File: src/rtl/lam_pkg.sv
`timescale 1ns/1ps
package lam_pkg;
  localparam int unsigned N_ALARMS = 4;

  typedef enum logic [1:0] {
    AL_AIS  = 2'd0,
    AL_S16  = 2'd1,
    AL_AUX  = 2'd2,
    AL_LOS  = 2'd3
  } alarm_idx_e;

  function automatic int unsigned cnt_w(input int unsigned max_val);
    return $clog2(max_val + 1);
  endfunction
endpackage

File: src/rtl/lam_rst_sync.sv
`timescale 1ns/1ps
module lam_rst_sync (
  input  logic clk,
  input  logic rst_n,
  output logic srst_n
);
  logic s1_q, s2_q;

  always_ff @(posedge clk or negedge rst_n) begin
    if (!rst_n) begin
      s1_q <= 1'b0;
      s2_q <= 1'b0;
    end else begin
      s1_q <= 1'b1;
      s2_q <= s1_q;
    end
  end

  assign srst_n = s2_q;
endmodule

File: src/rtl/lam_run_det.sv
`timescale 1ns/1ps
// Saturating run-length counter with a programmable threshold.
module lam_run_det #(
  parameter int unsigned CAP         = 1024,
  parameter bit          RESTART_ONE = 1'b0,
  parameter int unsigned W           = lam_pkg::cnt_w(CAP)
) (
  input  logic         clk,
  input  logic         rst_n,
  input  logic         bit_en,
  input  logic         match_i,
  input  logic [W-1:0] thresh_i,
  output logic         alarm_o
);
  localparam logic [W-1:0] CAP_V   = W'(CAP);
  localparam logic [W-1:0] RESTART = RESTART_ONE ? W'(1) : W'(0);

  logic [W-1:0] run_q, run_d;
  logic         alarm_q, alarm_d;

  always_comb begin
    run_d   = run_q;
    alarm_d = alarm_q;
    if (bit_en) begin
      if (match_i) begin
        run_d = (run_q == CAP_V) ? run_q : run_q + W'(1);
      end else begin
        run_d = RESTART;
      end
      alarm_d = (run_d >= thresh_i);
    end
  end

  always_ff @(posedge clk or negedge rst_n) begin
    if (!rst_n) begin
      run_q   <= '0;
      alarm_q <= 1'b0;
    end else begin
      run_q   <= run_d;
      alarm_q <= alarm_d;
    end
  end

  assign alarm_o = alarm_q;

  p_run_capped_r2: assert property (@(posedge clk) disable iff (!rst_n)
    run_q <= CAP_V);

  // a broken run drops the alarm on the next clock
  p_break_clears_r1: assert property (@(posedge clk) disable iff (!rst_n)
    (bit_en && !match_i && thresh_i > RESTART) |=> !alarm_o);
endmodule

File: src/rtl/lam_slot_chk.sv
`timescale 1ns/1ps
module lam_slot_chk #(
  parameter int unsigned SLOT_BITS = 8,
  parameter int unsigned CW        = (SLOT_BITS > 1) ? $clog2(SLOT_BITS) : 1
) (
  input  logic clk,
  input  logic rst_n,
  input  logic bit_en,
  input  logic slot_i,
  input  logic rx_bit,
  output logic alarm_o
);
  localparam logic [CW-1:0] LAST = CW'(SLOT_BITS - 1);

  logic [CW-1:0] cnt_q, cnt_d;
  logic          acc_q, acc_d;
  logic          alarm_q, alarm_d;

  always_comb begin
    cnt_d   = cnt_q;
    acc_d   = acc_q;
    alarm_d = alarm_q;
    if (bit_en && slot_i) begin
      acc_d = ((cnt_q == '0) ? 1'b1 : acc_q) & rx_bit;
      if (cnt_q == LAST) begin
        cnt_d   = '0;
        alarm_d = acc_d;
      end else begin
        cnt_d = cnt_q + CW'(1);
      end
    end
  end

  always_ff @(posedge clk or negedge rst_n) begin
    if (!rst_n) begin
      cnt_q   <= '0;
      acc_q   <= 1'b0;
      alarm_q <= 1'b0;
    end else begin
      cnt_q   <= cnt_d;
      acc_q   <= acc_d;
      alarm_q <= alarm_d;
    end
  end

  assign alarm_o = alarm_q;

  p_slot_update_r4: assert property (@(posedge clk) disable iff (!rst_n)
    !$stable(alarm_o) |-> $past(bit_en && slot_i && cnt_q == LAST));

  p_zero_in_slot_r4: assert property (@(posedge clk) disable iff (!rst_n)
    (bit_en && slot_i && !rx_bit && cnt_q == LAST) |=> !alarm_o);
endmodule

File: src/rtl/lam_los_det.sv
`timescale 1ns/1ps
module lam_los_det #(
  parameter int unsigned ZERO_LIMIT = 255,
  parameter int unsigned WIN_LEN    = 255,
  parameter int unsigned MIN_ONES   = 32,
  parameter int unsigned ZW         = lam_pkg::cnt_w(ZERO_LIMIT + 1),
  parameter int unsigned PW         = lam_pkg::cnt_w(WIN_LEN)
) (
  input  logic clk,
  input  logic rst_n,
  input  logic bit_en,
  input  logic rx_bit,
  output logic los_o
);
  localparam logic [ZW-1:0] ZCAP  = ZW'(ZERO_LIMIT + 1);
  localparam logic [PW-1:0] WEND  = PW'(WIN_LEN);
  localparam logic [PW-1:0] OMIN  = PW'(MIN_ONES);

  logic          los_q, los_d;
  logic [ZW-1:0] zrun_q, zrun_d;
  logic          act_q, act_d;
  logic [PW-1:0] pos_q, pos_d;
  logic [PW-1:0] ones_q, ones_d;

  always_comb begin
    los_d  = los_q;
    zrun_d = zrun_q;
    act_d  = act_q;
    pos_d  = pos_q;
    ones_d = ones_q;
    if (bit_en) begin
      if (!los_q) begin
        if (rx_bit) begin
          zrun_d = '0;
        end else if (zrun_q != ZCAP) begin
          zrun_d = zrun_q + ZW'(1);
        end
        if (zrun_d == ZCAP) begin
          los_d = 1'b1;
          act_d = 1'b0;
        end
      end else if (!act_q) begin
        if (rx_bit) begin
          act_d  = 1'b1;
          pos_d  = PW'(1);
          ones_d = PW'(1);
        end
      end else begin
        pos_d  = pos_q + PW'(1);
        ones_d = ones_q + PW'(rx_bit);
        if (pos_d == WEND) begin
          act_d = 1'b0;
          if (ones_d >= OMIN) begin
            los_d  = 1'b0;
            zrun_d = '0;
          end
        end
      end
    end
  end

  always_ff @(posedge clk or negedge rst_n) begin
    if (!rst_n) begin
      los_q  <= 1'b0;
      zrun_q <= '0;
      act_q  <= 1'b0;
      pos_q  <= '0;
      ones_q <= '0;
    end else begin
      los_q  <= los_d;
      zrun_q <= zrun_d;
      act_q  <= act_d;
      pos_q  <= pos_d;
      ones_q <= ones_d;
    end
  end

  assign los_o = los_q;

  p_los_entry_r5: assert property (@(posedge clk) disable iff (!rst_n)
    $rose(los_o) |-> $past(bit_en && !rx_bit));

  p_los_exit_r6: assert property (@(posedge clk) disable iff (!rst_n)
    $fell(los_o) |-> $past(bit_en && act_q && pos_q == WEND - PW'(1)));

  p_win_opens_on_one_r7: assert property (@(posedge clk) disable iff (!rst_n)
    $rose(act_q) |-> $past(bit_en && rx_bit && los_q));

  p_pos_bounded_r6: assert property (@(posedge clk) disable iff (!rst_n)
    act_q |-> (pos_q < WEND));
endmodule

File: src/rtl/e1_rx_alarm_mon.sv
`timescale 1ns/1ps
module e1_rx_alarm_mon #(
  parameter int unsigned AIS_SHORT  = 512,
  parameter int unsigned AIS_LONG   = 1024,
  parameter int unsigned AUX_LEN    = 512,
  parameter int unsigned SLOT_BITS  = 8,
  parameter int unsigned LOS_ZEROS  = 255,
  parameter int unsigned LOS_WIN    = 255,
  parameter int unsigned LOS_ONES   = 32
) (
  input  logic clk,
  input  logic rst_n,
  input  logic bit_en,
  input  logic rx_bit,
  input  logic slot16_flag,
  input  logic ais_win_long,
  output logic ais_alarm,
  output logic slot16_alarm,
  output logic aux_alarm,
  output logic los_alarm,
  output logic ais_chg,
  output logic slot16_chg,
  output logic aux_chg,
  output logic los_chg
);
  import lam_pkg::*;

  localparam int unsigned AIS_W = cnt_w(AIS_LONG);
  localparam int unsigned AUX_W = cnt_w(AUX_LEN);

  logic srst_n;
  logic prev_bit_q, prev_ok_q;
  logic aux_match;
  logic [AIS_W-1:0] ais_thresh;
  logic [N_ALARMS-1:0] alarm_vec, alarm_d_q, chg_vec;

  lam_rst_sync u_rst (
    .clk    (clk),
    .rst_n  (rst_n),
    .srst_n (srst_n)
  );

  // previous strobed bit for the alternation test
  always_ff @(posedge clk or negedge srst_n) begin
    if (!srst_n) begin
      prev_bit_q <= 1'b0;
      prev_ok_q  <= 1'b0;
    end else if (bit_en) begin
      prev_bit_q <= rx_bit;
      prev_ok_q  <= 1'b1;
    end
  end

  assign aux_match  = prev_ok_q && (rx_bit != prev_bit_q);
  assign ais_thresh = ais_win_long ? AIS_W'(AIS_LONG) : AIS_W'(AIS_SHORT);

  lam_run_det #(.CAP(AIS_LONG), .RESTART_ONE(1'b0)) u_ais (
    .clk      (clk),
    .rst_n    (srst_n),
    .bit_en   (bit_en),
    .match_i  (rx_bit),
    .thresh_i (ais_thresh),
    .alarm_o  (alarm_vec[AL_AIS])
  );

  lam_run_det #(.CAP(AUX_LEN), .RESTART_ONE(1'b1)) u_aux (
    .clk      (clk),
    .rst_n    (srst_n),
    .bit_en   (bit_en),
    .match_i  (aux_match),
    .thresh_i (AUX_W'(AUX_LEN)),
    .alarm_o  (alarm_vec[AL_AUX])
  );

  lam_slot_chk #(.SLOT_BITS(SLOT_BITS)) u_s16 (
    .clk     (clk),
    .rst_n   (srst_n),
    .bit_en  (bit_en),
    .slot_i  (slot16_flag),
    .rx_bit  (rx_bit),
    .alarm_o (alarm_vec[AL_S16])
  );

  lam_los_det #(.ZERO_LIMIT(LOS_ZEROS), .WIN_LEN(LOS_WIN), .MIN_ONES(LOS_ONES)) u_los (
    .clk    (clk),
    .rst_n  (srst_n),
    .bit_en (bit_en),
    .rx_bit (rx_bit),
    .los_o  (alarm_vec[AL_LOS])
  );

  for (genvar g = 0; g < N_ALARMS; g++) begin : g_chg
    always_ff @(posedge clk or negedge srst_n) begin
      if (!srst_n) alarm_d_q[g] <= 1'b0;
      else         alarm_d_q[g] <= alarm_vec[g];
    end
    assign chg_vec[g] = alarm_vec[g] ^ alarm_d_q[g];
  end

  assign ais_alarm    = alarm_vec[AL_AIS];
  assign slot16_alarm = alarm_vec[AL_S16];
  assign aux_alarm    = alarm_vec[AL_AUX];
  assign los_alarm    = alarm_vec[AL_LOS];
  assign ais_chg      = chg_vec[AL_AIS];
  assign slot16_chg   = chg_vec[AL_S16];
  assign aux_chg      = chg_vec[AL_AUX];
  assign los_chg      = chg_vec[AL_LOS];

  p_idle_holds_r9: assert property (@(posedge clk) disable iff (!srst_n)
    !$past(bit_en) |-> $stable(alarm_vec));

  p_idle_no_pulse_r8: assert property (@(posedge clk) disable iff (!srst_n)
    !$past(bit_en) |-> (chg_vec == '0));
endmodule

File: config.mk
export PLATFORM = sky130hd
export DESIGN_NAME = e1_rx_alarm_mon
export DESIGN_NICKNAME = d
export VERILOG_FILES = /design/src/rtl/lam_pkg.sv /design/src/rtl/lam_rst_sync.sv /design/src/rtl/lam_run_det.sv /design/src/rtl/lam_slot_chk.sv /design/src/rtl/lam_los_det.sv /design/src/rtl/e1_rx_alarm_mon.sv
export SDC_FILE = /design/constraint.sdc
export NUM_CORES = 1
export LEC_CHECK = 0
export BUFFER_PORTS_ARGS = -buffer_cell sky130_fd_sc_hd__buf_2
export CORE_MARGIN = 2
export CORE_UTILIZATION = 62
export DETAILED_ROUTE_END_ITERATION = 6
export GPL_TIMING_DRIVEN = 1
export PLACE_DENSITY = 0.82
export SYNTH_ARGS = -nofsm -noshare
export SYNTH_HDL_FRONTEND = slang
export SYNTH_SLANG_ARGS = --single-unit
export TNS_END_PERCENT = 100
File: constraint.sdc
create_clock -name clk -period 2.1 [get_ports clk]
set_input_delay 0.21 -clock clk [delete_from_list [all_inputs] [get_ports clk]]
set_output_delay 0.21 -clock clk [all_outputs]
set_load 0.05 [all_outputs]
# Word-level counts from Yosys, hierarchy flattened
# Index checks and enable logic that the tools add are counted.
[totals]
reg_bits = 63
input_bits = 6
[op_classes]
addsub = 6
order_cmp = 3
n_eq_ne = 10
muxes = 30
bitwise = 5
n_reduce_logical = 9
[ops]
columns = ["cell", "n"]
rows = [
  ["two-way mux 9 bit", 8],
  ["two-way mux 11 bit", 4],
  ["two-way mux 10 bit", 3],
  ["two-way mux 8 bit", 3],
  ["adder 11 x 1 -> 11 bit (second input constant)", 1],
  ["== test 11 bit (second input constant)", 1],
  [">= comparator 11 bit", 1],
  ["two-way mux 1 bit", 11],
  ["adder 10 x 1 -> 10 bit (second input constant)", 1],
  ["== test 10 bit (second input constant)", 1],
  [">= comparator 10 bit (second input constant)", 1],
  ["adder 9 x 1 -> 9 bit (second input constant)", 1],
  ["== test 9 bit (second input constant)", 1],
  ["!= test 9 bit (second input constant)", 1],
  ["adder 8 x 1 -> 8 bit", 1],
  ["adder 8 x 1 -> 8 bit (second input constant)", 1],
  ["== test 8 bit (second input constant)", 1],
  [">= comparator 8 x 6 -> 1 bit (second input constant)", 1],
  ["!= test 2 bit (second input constant)", 3],
  ["AND reduction 2 bit", 2],
  ["AND reduction 4 bit", 1],
  ["nonzero test 2 bit", 2],
  ["XOR 1 bit", 4],
  ["adder 3 x 1 -> 3 bit (second input constant)", 1],
  ["other kinds (7)", 8],
]

# Depth between registers and ports, before layout
# Gate-level depths: netlist of the first run.
[depth]
word_depth = 8
ltp_mapped = 11
ltp_nobuf = 11

# By module
# From an unflattened synthesis of the first run, not the netlist that was laid out.
[unflattened]
cells_unflattened = 507
hier_area_um2 = 4483.0
[by_module_without_submodules]
columns = ["mod", "instances", "cells_per_inst", "area_per_inst_um2", "seq_area_each_um2"]
rows = [
  ["lam_los_det", 1, 205, 1730.4, 675.6],
  ["lam_run_det at u_ais", 1, 133, 1143.6, 300.3],
  ["lam_run_det at u_aux", 1, 125, 1063.5, 275.3],
  ["lam_slot_chk", 1, 24, 262.8, 125.1],
  ["e1_rx_alarm_mon", 1, 17, 229.0, 150.1],
  ["lam_rst_sync", 1, 3, 53.8, 50.0],
]

# Least setup slack after synthesis of the first run
# OpenSTA, ideal clock, no wires.
[synth_timing]
path_type = "register -> register"
start = "reg u_los.zrun_q[3]"
end = "reg u_los.act_q"
arrival_ps = 2463
setup_slack_ps = -482
path_stages_with_launch = 9
n_path_buf = 2
synth_period_minus_slack_ps = 2582
cell_sequence = "dfrtp_1 buf_6 or4_4 or4_1 buf_2 nor4_2 a41oi_1 or4_1 a21bo_1"
[synth_via]
elab_chain_cells = 8
word_cells_on_any_way = 9
[synth_rtl]
columns = ["item", "line", "rtl"]
rows = [
  ["start: declaration", "lam_los_det.sv:20", "logic [ZW-1:0] zrun_q, zrun_d;"],
  ["start signal: assignment", "lam_los_det.sv:71", "zrun_q <= zrun_d;"],
  ["adder 9 x 1 -> 9 bit or != test 9 bit (tied branches)", "lam_los_det.sv:36, lam_los_det.sv:35", ""],
  ["two-way mux 9 bit (*)", "lam_los_det.sv:35", "end else if (zrun_q != ZCAP) begin"],
  ["two-way mux 9 bit (*)", "lam_los_det.sv:33", "if (rx_bit) begin"],
  ["two-way mux 9 bit (*)", "lam_los_det.sv:32", "if (!los_q) begin"],
  ["two-way mux 9 bit (*)", "lam_los_det.sv:31", "if (bit_en) begin"],
  ["== test 9 bit (*)", "lam_los_det.sv:38", "if (zrun_d == ZCAP) begin"],
  ["nonzero test 2 bit (no line) (*)", "--", ""],
  ["AND reduction 2 bit (no line) (*)", "--", ""],
  ["end signal: assignment", "lam_los_det.sv:72", "act_q <= act_d;"],
  ["end: declaration", "lam_los_det.sv:21", "logic act_q, act_d;"],
]
# Mark *: on every way between the ends. The rest lies on a longest branch, timed or not. The select of a mux whose other input is x is not followed.
# A chain may end at the register's enable or synchronous reset.

# Worst setup path in the final report of the first run
# Ends and elaborated chain as after synthesis.

==> results.md, run 1 <==
| Item | Reported |
| --- | --- |
| Run status | finished, violations left |
| Violations in the final reports | setup timing |
| Unrepaired setup endpoints after global routing | yes |
| DIE AREA | 0.00651 mm2 |
| Starting utilization of the core area | 65.0% |
| Final hold vios | 0 |
| Synthesized instance count | 417 |
| Synthesis-stage register bit count | 62 |
| Fmax | 441 MHz |
| Category of the worst setup path capture point | register |
| Total standard cell area after synthesis | 0.00365 mm2 |
| Yosys top cell area share | 42.5% |
| Post-synth EDFFs | 0 |
| Static leakage | 1.92 nW |
| Power per unit of standard cell area | 798 mW/mm2 |
| Most frequent cell after synthesis | sky130_fd_sc_hd__dfrtp_1 |
| Clk_lat worst skew | 340 ps |
| Pre-antenna DRT Iters | 5 |
| Post-detailed-route DRC marker count | 0 |
| Area Growth Syn to Fin | 18.8% |
| Non-filler cells, final | 542 |
| Total Wirelength | 8120 um |
| Syn_area_per_cell | 8.75 um2 |
| DP HPWL | 5640 um |
| Min Tclk post-route | 2270 ps |
| Max capacitance violation total | 0 |
| Predominant post-synthesis flop cell | sky130_fd_sc_hd__dfrtp_1 |
| Ratio of cells with drive above 1 in the final layout | 20.9% |
| Max Fanout on Critical Path | 2 |
| Count of distinct cell types in the synthesized netlist | 48 |
| Die width | 80.7 um |
| Total number of clock tree sinks | 62 |
| Overall via count from detail_route | 3,302 |
| CTS Buffer Depth | 2 |
| Combined buffer and inverter count along the critical path | 0 |
| Cell type with the largest total area after synthesis | sky130_fd_sc_hd__dfrtp_1 |
| Vias in the first global route | 3,170 |
| Cell types with the highest counts after synthesis | sky130_fd_sc_hd__dfrtp_1, sky130_fd_sc_hd__nand2_1, sky130_fd_sc_hd__nor2_1, sky130_fd_sc_hd__o21ai_0, sky130_fd_sc_hd__nand3_1 |
| Critical-path cell list | or4_4 > or4_4 > nor4_2 > a41oi_1 > or4_4 > a21bo_1 |
| Number of setup violations in the final report | 3 |
| Routability congestion estimate from global placement | 0.878 |
| Clock tree from TritonCTS | built |
| Initial antenna violation count | 0 |
| Post-placement cell count | 521 |
| Post-synth ARST share | 100% |
| Overall track demand over capacity in global routing | 27.2% |
| Maximum number of pins on one net before global-route repair | 29 |
| Clock-pin slew on the worst setup and hold paths | 60 ps |
| Height of the die | 80.7 um |
| Fraction of the cycle the final worst path needs | 108% |
| Final core area utilization | 77.3% |
| Number of buffers added on ports | 13 |
| Iteration-0 DRC Markers | 230 |
| Antenna-violating nets left | 0 |
| Data arrival time at the worst-slack endpoint | 2490 ps |
| Number of H-tree branching levels | 3 |
| Warnings from Yosys | 0 |
| Transition at the pin with the smallest max-transition slack | 661 ps |
| First-pass GRT wire length | 13,700 um |
| N_diodes | 0 |
| Slowest library cell on the worst path | sky130_fd_sc_hd__or4_4 |
| Worst EP required | 2330 ps |
| Floorplan row count | 27 |
| Worst min-delay path class | in -> async |
| Startpoint type of the worst setup path | register |
| Synthesized net count | 438 |
| Kind of critical path | reg -> reg |
| Worst clock skew | 9.59 ps |
| Worst ir drop on vdd | 539 uV |
| Core region area | 0.00561 mm2 |
| Main area contributors after synthesis | sky130_fd_sc_hd__dfrtp_1, sky130_fd_sc_hd__ha_1, sky130_fd_sc_hd__o21ai_0, sky130_fd_sc_hd__nand2_1, sky130_fd_sc_hd__nand3_1 |
| Delay of the slowest cell on the worst path | 530 ps |
| Number of top-level pins | 14 |
| Final max-slew violation count | 0 |
| Buffer cell driving the clock tree root | sky130_fd_sc_hd__clkbuf_8 |
| # nets final | 487 |
| Post-route worst setup slack | -165 ps |
| Aggregate global routing overflow | 0 |
| Sequential cell area fraction in the yosys report | 42.5% |
| Max-slew headroom | 55.8% |
| Most used cell, CP | sky130_fd_sc_hd__or4_4 |
| CP delay by family, top | simple AND/OR/NAND/NOR gates |
| Wire per inst | 15.0 um |
| Cts bufs inserted | 9 |
| Vias per std cell | 6.09 |
==> final cells by class <==
cell class              count  area [um2]
fillers                   373        1270
well taps                  72        90.1
clock buffers              13         149
inverters                  17        63.8
repair buffers             61         444
clock inverters             2        10.0
multi-input cells         315        2020
flip-flops and latches     62        1550
==> kinds of logic (layout without fill, tap and decap cells) <==
group | after synthesis | count (layout) | share of synthesized area (%)
fa+ha+maj | 15 | 15 | 5.15
xor+xnor | 22 | 22 | 5.28
mux | 6 | 6 | 1.78
other cells | 1 | 1 | 0.103
compound gates | 94 | 94 | 16.4
flops | 62 | 62 | 42.5
simple gates | 177 | 177 | 24.4
buf+inv | 40 | 93 | 4.39
==> routing by layer <==
metal | routed length [um] | track usage, % | part of all wire [%] | up-vias
met2 | 3940 | 45.4 | 49 | 95
met4 | 136 | 11.4 | 1.7 | 0
li1 | - | - | - | 1599
met3 | 467 | 8.88 | 5.8 | 16
met1 | 3570 | 32.3 | 44 | 1592
met5 | 0 | 0 | 0 | -
==> stage by stage <==
step | power, mW | hold WS (ps) | setup WS [ps] | instance area (um2) | TNS, ps
2_1_floorplan | 2.22 | -85.6 | -334 | 3670 | -584
3_3_place_gp | 2.50 | -5.48 | -124 | 4050 | -172
3_5_place_dp | 2.55 | -4.29 | -163 | 4050 | -327
4_1_cts | 3.45 | 162 | -175 | 4240 | -278
5_1_grt | 3.70 | 197 | -256 | 4330 | -573
6_report | 3.46 | 190 | -165 | 4330 | -257
==> worst paths after layout <==
check / startpoint / end / slack [ps] / cells past startpoint
min in group clk: slot16_flag / u_s16.alarm_o / 210 / 3
setup reg to reg: u_los.zrun_q[3] / u_los.act_q / -170 / 6
hold reg to reg: u_rst.srst_n / u_los.pos_q[6] / 210 / 0
hold / removal: rst_n / u_rst.srst_n / 190 / 2
setup / recovery: u_los.zrun_q[3] / u_los.act_q / -170 / 6
max in group asynchronous: u_rst.srst_n / u_ais.alarm_o / 1320 / 1
==> placed cells by master (no fill, tap or decap), types with 5 or more instances in the layout <==
master,n
sky130_fd_sc_hd__ha_1,14
sky130_fd_sc_hd__dfrtp_1,60
sky130_fd_sc_hd__a21oi_1,12
sky130_fd_sc_hd__clkbuf_8,10
sky130_fd_sc_hd__nor2_1,34
sky130_fd_sc_hd__nor3_1,16
sky130_fd_sc_hd__nand4_1,10
sky130_fd_sc_hd__xnor2_1,7
sky130_fd_sc_hd__a31oi_1,10
sky130_fd_sc_hd__buf_4,45
sky130_fd_sc_hd__nand2b_1,9
sky130_fd_sc_hd__nand3_1,29
sky130_fd_sc_hd__o21ai_0,30
sky130_fd_sc_hd__xor2_1,14
sky130_fd_sc_hd__a21o_1,5
sky130_fd_sc_hd__buf_2,13
sky130_fd_sc_hd__nand2_1,41
sky130_fd_sc_hd__inv_1,17
sky130_fd_sc_hd__a22o_1,5
sky130_fd_sc_hd__o31ai_1,8
==> power breakdown <==
group | leakage [nW] | total, mW | switching [mW] | internal [mW]
Clock | 0.0833 | 0.880 | 0.429 | 0.451
Sequential | 0.795 | 1.53 | 0.169 | 1.36
Combinational | 1.05 | 1.05 | 0.603 | 0.443
Total | 1.92 | 3.46 | 1.20 | 2.25
==> registers in the layout (all words and copies together), names as in the netlist, 3 cells and up <==
register and count:
u_ais.run_q 11, u_aux.run_q 9, u_los.zrun_q 9, u_los.ones_q 8, u_los.pos_q 8, alarm_d_q 4, u_s16.cnt_q 3
==> timing repair <==
| item | CTS | global route |
|---|---|---|
| endpoints found under the hold margin | 2 | 0 |
| resized for setup | 3 | 17 |
| setup endpoints to repair | 3 | 8 |
| pin swaps | 2 | 13 |
| setup buffers | 2 | 3 |
| hold buffers | 1 | 0 |
Note: power is estimated with default switching activity, not from simulation.
==> run 2, diff against run 1 <==
Settings changed: ABC_AREA set to 1.
Clock period 2.1 ns to 2.2 ns, I/O delays scaled along.
==> results.md, run 2 <==
| Item | Reported | Change |
| --- | --- | --- |
| CP delay by family, top | simple AND/OR/NAND/NOR gates |  |
| Static leakage | 2.10 nW | +9.0% |
| Number of setup violations in the final report | 0 | -3 |
| Reg power frac | 47.0% | +2.7 points |
| Total Wirelength | 7950 um | -2.1% |
| Multi-input logic area | 0.00183 mm2 | -9.3% |
| Post-placement cell count | 581 | +12% |
| Post-synth ARST share | 100% | unchanged |
| Vias per std cell | 5.49 | -9.9% |
| Cell types with the highest counts after synthesis | sky130_fd_sc_hd__nand2_1, sky130_fd_sc_hd__inv_1, sky130_fd_sc_hd__dfrtp_1, sky130_fd_sc_hd__nor2_1, sky130_fd_sc_hd__nand3_1 |  |
| DIE AREA | 0.00656 mm2 | +0.68% |
| Unrepaired setup endpoints after global routing | no |  |
| Overall track demand over capacity in global routing | 26.2% | -0.97 points |
| Number of top-level pins | 14 | unchanged |
| Initial antenna violation count | 0 | unchanged |
| Die width | 81.0 um | +0.34% |
| Warnings from Yosys | 0 | unchanged |
| Worst min-delay path class | in -> async |  |
| # nets final | 544 | +12% |
| Ratio of cells with drive above 1 in the final layout | 10.6% | -10 points |
| Relative contribution of the clock network to total power | 32.5% | +7.0 points |
| DP HPWL | 5530 um | -1.9% |
| Run status | complete, no violations |  |
| First-pass GRT wire length | 13,200 um | -3.5% |
| Vias in the first global route | 3,113 | -1.8% |
| Total standard cell area after synthesis | 0.00367 mm2 | +0.72% |
| Syn_area_per_cell | 7.38 um2 | -16% |
| Area taken by flip-flops and latches | 0.00155 mm2 | about the same |
| Delay of the slowest cell on the worst path | 370 ps | -160 ps |
| Pre-antenna DRT Iters | 5 | unchanged |
| Largest reg by FF count | u_ais.run_q |  |
| Int Power | 1.99 mW | -12% |
| Buffer cell driving the clock tree root | sky130_fd_sc_hd__clkbuf_8 |  |
| Synthesis-stage register bit count | 62 | unchanged |
| Fraction of the cycle the final worst path needs | 92.5% | -15 points |
| Worst clock skew | 5.63 ps | -3.96 ps |
| Worst EP required | 2430 ps | +100 ps |
| Post-synth EDFFs | 0 | unchanged |
| Max capacitance violation total | 0 | unchanged |
| Core region area | 0.00582 mm2 | +3.7% |
| Yosys top cell area share | 42.2% | -0.30 points |
| Aggregate global routing overflow | 0 | unchanged |
| Final setup TNS | 0 ps | +257 ps |
| Floorplan row count | 28 | +3.7% |
| Clock tree from TritonCTS | built |  |
| Most common library cell in the layout ignoring fill and taps | sky130_fd_sc_hd__nand2_1 |  |
| Power per unit of standard cell area | 734 mW/mm2 | -8.0% |
| Number of buffers added on ports | 13 | unchanged |
| Antenna-violating nets left | 0 | unchanged |
| Maximum number of pins on one net before global-route repair | 43 | +48% |
| Cts bufs inserted | 9 | unchanged |
| Min Tclk post-route | 2040 ps | -230 ps |
| Main area contributors after synthesis | sky130_fd_sc_hd__dfrtp_1, sky130_fd_sc_hd__nand2_1, sky130_fd_sc_hd__inv_1, sky130_fd_sc_hd__nand3_1, sky130_fd_sc_hd__nor2_1 |  |
| Max Fanout on Critical Path | 3 | +1 |
| Slowest library cell on the worst path | sky130_fd_sc_hd__dfrtp_1 |  |
| Kind of critical path | reg -> reg |  |
| Cell type with the largest total area after synthesis | sky130_fd_sc_hd__dfrtp_1 |  |
| Worst ir drop on vdd | 735 uV | +36% |
| Starting utilization of the core area | 63.2% | -1.9 points |
| Number of H-tree branching levels | 3 | unchanged |
| Most used cell, CP | sky130_fd_sc_hd__nor2_1 |  |
| Top Registers | u_ais.run_q (11), u_aux.run_q (9), u_los.zrun_q (9) |  |
| Max FFs per register | 11 | unchanged |
| Count of distinct cell types in the synthesized netlist | 38 | -21% |
| Synthesized instance count | 498 | +19% |
| Clk_lat worst skew | 340 ps | about the same |
| CTS Buffer Depth | 2 | unchanged |
| Overall via count from detail_route | 3,310 | +0.24% |
| Final max-slew violation count | 0 | unchanged |
| Data arrival time at the worst-slack endpoint | 2270 ps | -220 ps |
| Critical-path cell list | ha_2 > inv_1 > nor2_4 > nand3_1 > nor2_1 > nand2_1 > xor2_2 > nor2_1 > ha_1 > inv_1 > nor2_1 > nor3_1 > a21oi_1 |  |
| Final hold vios | 0 | unchanged |
| Total number of clock tree sinks | 62 | unchanged |
| Fmax | 491 MHz | +11% |
| Routability congestion estimate from global placement | 0.876 | -0.14% |
| Post-detailed-route DRC marker count | 0 | unchanged |
| Most frequent cells in the layout | sky130_fd_sc_hd__nand2_1, sky130_fd_sc_hd__inv_1, sky130_fd_sc_hd__dfrtp_1, sky130_fd_sc_hd__nor2_1, sky130_fd_sc_hd__nand3_1 |  |
| Area Growth Syn to Fin | 11.2% |  |
| Clock-pin slew on the worst setup and hold paths | 70 ps | about the same |
| N_diodes | 0 | unchanged |
| Sequential cell area fraction in the yosys report | 42.2% | -0.30 points |
| Startpoint type of the worst setup path | register |  |
| Wire per inst | 13.2 um | -12% |
| Comb pwr share | 20.5% | -9.8 points |
| Predominant post-synthesis flop cell | sky130_fd_sc_hd__dfrtp_1 |  |
| Iteration-0 DRC Markers | 172 | -25% |
| Synthesized net count | 519 | +18% |
| Net load switching power | 1.01 mW | -16% |
| Category of the worst setup path capture point | register |  |
| Combined buffer and inverter count along the critical path | 2 | +2 |
| Sw frac | 33.6% | -1.2 points |
| Most frequent cell after synthesis | sky130_fd_sc_hd__nand2_1 |  |
| Non-filler cells, final | 603 | +11% |
| Fillcell total | 484 | +30% |
| Height of the die | 81.0 um | +0.34% |
run 2: cell types whose count changed after synthesis, moves of 6 or more:
| cell | change |
|---|---|
| sky130_fd_sc_hd__a31oi_1 | -9 |
| sky130_fd_sc_hd__nand2_1 | +96 |
| sky130_fd_sc_hd__inv_1 | +47 |
| sky130_fd_sc_hd__clkbuf_1 | -16 |
| sky130_fd_sc_hd__nor2_1 | +16 |
| sky130_fd_sc_hd__nand2b_1 | -9 |
| sky130_fd_sc_hd__nor3_1 | -14 |
| sky130_fd_sc_hd__o31ai_1 | -8 |
| sky130_fd_sc_hd__xnor2_1 | -6 |
| sky130_fd_sc_hd__nand3_1 | +16 |
| sky130_fd_sc_hd__nand3b_1 | +7 |
run 2: power by group through the flow:
| stage | logic [mW] | registers, mW | clock network, mW |
|---|---|---|---|
| floorplan | 0.426 | 1.44 | 0 |
| global placement | 0.579 | 1.42 | 0 |
| detailed placement | 0.600 | 1.43 | 0 |
| CTS | 0.606 | 1.41 | 0.994 |
| global route | 0.698 | 1.43 | 1.04 |
| finish | 0.614 | 1.41 | 0.975 |
run 2: repair_timing:
action / 4_1_cts / 5_1_grt
hold endpoints to repair: 2 / 0
resized for setup: 0 / 2
setup endpoints to repair: 0 / 1
hold buffers: 1 / 0
buffers inserted: 0 / 5
run 2: path summary, 6_finish.rpt:
| check | to | slack, ps | startpoint | depth (start not counted) |
|---|---|---|---|---|
| max in group asynchronous | u_ais.run_q[1] | 1400 | u_rst.srst_n | 1 |
| max reg2reg | u_ais.alarm_o | 160 | u_ais.run_q[0] | 13 |
| min in group clk | u_s16.cnt_q[2] | 190 | slot16_flag | 4 |
| min | u_rst.srst_n | 190 | rst_n | 2 |
| min reg2reg | u_los.zrun_q[2] | 220 | u_rst.srst_n | 0 |
| max | u_ais.alarm_o | 160 | u_ais.run_q[0] | 13 |
run 2: worst reg2reg max path: stages, from the launching register on:
cell,delay (ps)
sky130_fd_sc_hd__dfrtp_1,370
sky130_fd_sc_hd__ha_2,210
sky130_fd_sc_hd__inv_1,80
sky130_fd_sc_hd__nor2_4,110
sky130_fd_sc_hd__nand3_1,110
sky130_fd_sc_hd__nor2_1,110
sky130_fd_sc_hd__nand2_1,100
sky130_fd_sc_hd__xor2_2,190
sky130_fd_sc_hd__nor2_1,100
sky130_fd_sc_hd__ha_1,230
sky130_fd_sc_hd__inv_1,70
sky130_fd_sc_hd__nor2_1,40
sky130_fd_sc_hd__nor3_1,130
sky130_fd_sc_hd__a21oi_1,90
run 2: metrics by stage:
step                worst slack (ps)  instance area (um2)  utilization, %  power, mW  hold WS (ps)
CTS                              139                 4040            69.4       3.01           181
global route                    15.2                 4090            70.3       3.17           188
detailed placement               147                 3840            66.0       2.03          8.26
floorplan                        340                 3670               -       1.87         -75.6
global placement                 236                 3840            66.0       2.00          5.11
finish                           165                 4090            70.3       3.00           186
run 2: layout make-up:
cell class	count	area share, %
multi-input cells	358	44.9
well taps	75	2.30
repair buffers	24	3.98
clock inverters	7	1.59
clock buffers	9	3.03
flip-flops and latches	62	38.0
inverters	68	6.25
run 2: cells by family after synthesis:
kind of cell / Yosys count / synth area share, %
buf+inv: 78 / 8.14
other cells: 1 / 0.102
flops: 62 / 42.2
xor+xnor: 16 / 3.81
fa+ha+maj: 15 / 5.11
compound gates: 61 / 9.37
simple gates: 265 / 31.2
run 2: layer usage:
layer | global-route usage, % | vias up | part of all wire, %
li1 | - | 1644 | -
met1 | 31.0 | 1545 | 44
met2 | 45.2 | 98 | 49
met3 | 5.67 | 23 | 3.9
met4 | 12.9 | 0 | 3.1
met5 | 0 | - | 0
==> run 3, diff against run 2 <==
Settings changed: PLACE_DENSITY 0.82 to 0.77.
==> results.md, run 3 (synthesized netlist as in run 2, its figures left out) <==
| Item | Reported | Change |
| --- | --- | --- |
| Vias per std cell | 5.24 | -4.6% |
| Overall via count from detail_route | 3,148 | -4.9% |
| Int Power | 2.06 mW | +3.4% |
| Clk_lat worst skew | 330 ps | about the same |
| Fraction of the cycle the final worst path needs | 91.3% | -1.2 points |
| Routability congestion estimate from global placement | 0.848 | -3.2% |
| Reg power frac | 46.6% | -0.4 points |
| Starting utilization of the core area | 63.2% | unchanged |
| Core region area | 0.00582 mm2 | unchanged |
| Relative contribution of the clock network to total power | 33.0% | +0.5 points |
| Data arrival time at the worst-slack endpoint | 2230 ps | -40 ps |
| Comb pwr share | 20.4% | about the same |
| Register-to-register setup slack | 190 ps | +30 ps |
| Max FFs per register | 11 | unchanged |
| Floorplan row count | 28 | unchanged |
| Vias in the first global route | 2,876 | -7.6% |
| Kind of critical path | reg -> reg |  |
| Clock tree from TritonCTS | built |  |
| Wire per inst | 12.3 um | -7.0% |
| Worst clock skew | 8.93 ps | +3.30 ps |
| Most frequent cells in the layout | sky130_fd_sc_hd__nand2_1, sky130_fd_sc_hd__inv_1, sky130_fd_sc_hd__dfrtp_1, sky130_fd_sc_hd__nor2_1, sky130_fd_sc_hd__nand3_1 |  |
| Antenna-violating nets left | 0 | unchanged |
| Initial antenna violation count | 0 | unchanged |
| Cell Area, Placed | 0.00383 mm2 | -0.13% |
| Launch point of the worst path | u_ais.run_q[0] |  |
| Area Growth Syn to Fin | 10.5% |  |
| Buffer cell driving the clock tree root | sky130_fd_sc_hd__clkbuf_8 |  |
| Overall track demand over capacity in global routing | 25.1% | -1.1 points |
| N_diodes | 0 | unchanged |
| Category of the worst setup path capture point | register |  |
| Number of buffers added on ports | 13 | unchanged |
| Number of setup violations in the final report | 0 | unchanged |
| Final max-slew violation count | 0 | unchanged |
| Cts bufs inserted | 9 | unchanged |
| # nets final | 542 | -0.37% |
| Max capacitance violation total | 0 | unchanged |
| CTS Buffer Depth | 2 | unchanged |
| Ratio of cells with drive above 1 in the final layout | 9.70% | -0.91 points |
| Die width | 81.0 um | unchanged |
| Amount of wire on met2 after detailed routing | 3600 um | -7.7% |
| Iteration-0 DRC Markers | 169 | -1.7% |
| Most common library cell in the layout ignoring fill and taps | sky130_fd_sc_hd__nand2_1 |  |
| Aggregate global routing overflow | 0 | unchanged |
| Number of H-tree branching levels | 3 | unchanged |
| Startpoint type of the worst setup path | register |  |
| Post-detailed-route DRC marker count | 0 | unchanged |
| Pre-antenna DRT Iters | 4 | -1 |
| Final instance area | 0.00406 mm2 | -0.64% |
| Total power draw | 3.03 mW | +1.0% |
| Static leakage | 2.09 nW | about the same |
| Final hold vios | 0 | unchanged |
| Max layer used | met4 |  |
| Met1 routed wirelength after detailed routing | 3510 um | +0.57% |
| Run status | complete, no violations |  |
| Number of top-level pins | 14 | unchanged |
| Clock-pin slew on the worst setup and hold paths | 70 ps | about the same |
| Height of the die | 81.0 um | unchanged |
| Worst EP required | 2420 ps | about the same |
| Max Fanout on Critical Path | 5 | +2 |
| Post-route worst setup slack | 192 ps | +27.3 ps |
| Min Tclk post-route | 2010 ps | -27.3 ps |
| Maximum number of pins on one net before global-route repair | 24 | -44% |
| DIE AREA | 0.00656 mm2 | unchanged |
| Number of instances resized during post-cts repair | 0 | unchanged |
| Power per unit of standard cell area | 746 mW/mm2 | +1.7% |
| Worst min-delay path class | in -> async |  |
| Total number of clock tree sinks | 62 | unchanged |
| First-pass GRT wire length | 12,700 um | -3.6% |
| Largest reg by FF count | u_ais.run_q |  |
| Unrepaired setup endpoints after global routing | no |  |
| Fmax | 498 MHz | +1.4% |
| Metal3 WL | 167 um | -46% |
| DP HPWL | 5470 um | -1.1% |
| Total Wirelength | 7370 um | -7.3% |
| Top Registers | u_ais.run_q (11), u_aux.run_q (9), u_los.zrun_q (9) |  |
| Final setup TNS | 0 ps | unchanged |
| Sw frac | 32.1% | -1.5 points |
| Start of the worst register-to-register path | u_ais.run_q[0] |  |
| Post-Place Worst Slack | 169 ps | +21.6 ps |
| Net load switching power | 0.972 mW | -3.6% |
| Worst ir drop on vdd | 484 uV | -34% |
## run 3: cell count changes in the layout (fill, tap and decap cells not counted), sizes merged
cell / previous run / this run
clkinvlp: 2 / 0
clkinv: 6 / 5
clkbuf: 9 / 12
buf: 23 / 21
## run 3: routing by layer
layer | up-vias | GRT usage [%]
met2 | 42 | 42.3
met4 | 0 | 7.97
met3 | 6 | 4.78
li1 | 1645 | -
met5 | - | 0
met1 | 1455 | 32.7
## run 3: final cells by class
cell class,instances,area [um2]
Clock buffer,12,155
Clock inverter,4,45.0
Fill cell,480,1760
Inverter,68,255
Multi-Input combinational cell,358,1820
Sequential cell,62,1550
Tap cell,75,93.8
Timing Repair Buffer,22,135
## run 3: worst paths after layout
| check | end | cells past startpoint |
|---|---|---|
| min reg2reg | u_aux.run_q[3] | 0 |
| max reg2reg | u_ais.alarm_o | 13 |
| min | u_rst.s1_q | 2 |
| min in group clk | u_s16.acc_q | 4 |
| max | u_ais.alarm_o | 13 |
| max in group asynchronous | u_ais.run_q[1] | 1 |
## run 3: stage by stage
stage	hold slack, ps	utilization (%)	instances
floorplan	-75.6	-	498
global placement	7.94	65.9	582
detailed placement	9.30	65.9	582
CTS	181	69.6	599
global route	196	69.8	601
finish	201	69.8	601
## run 3: worst max-delay path, stage by stage, from the launching register on
cell and delay (ps):
sky130_fd_sc_hd__dfrtp_1 370, sky130_fd_sc_hd__ha_1 190, sky130_fd_sc_hd__inv_1 70, sky130_fd_sc_hd__nor2_4 150
sky130_fd_sc_hd__nand3_1 110, sky130_fd_sc_hd__nor2_1 100, sky130_fd_sc_hd__nand2_1 70, sky130_fd_sc_hd__xor2_1 180
sky130_fd_sc_hd__nor2_1 60, sky130_fd_sc_hd__ha_1 270, sky130_fd_sc_hd__inv_1 70, sky130_fd_sc_hd__nor2_1 40
sky130_fd_sc_hd__nor3_1 130, sky130_fd_sc_hd__a21oi_1 90
## run 3: power groups by stage
| stage | Sequential [mW] | Clock [mW] | Combinational [mW] |
|---|---|---|---|
| after CTS | 1.41 | 1.03 | 0.613 |
| after global placement | 1.42 | 0 | 0.582 |
| after detailed placement | 1.43 | 0 | 0.607 |
| final | 1.41 | 1.00 | 0.619 |
| after floorplan | 1.44 | 0 | 0.426 |
| after global routing | 1.43 | 1.08 | 0.701 |
## run 3: what timing repair did
item,in CTS,in global routing
setup buffers,0,2
setup endpoints to repair,0,1
endpoints found under the hold margin,2,0
hold buffers,1,0
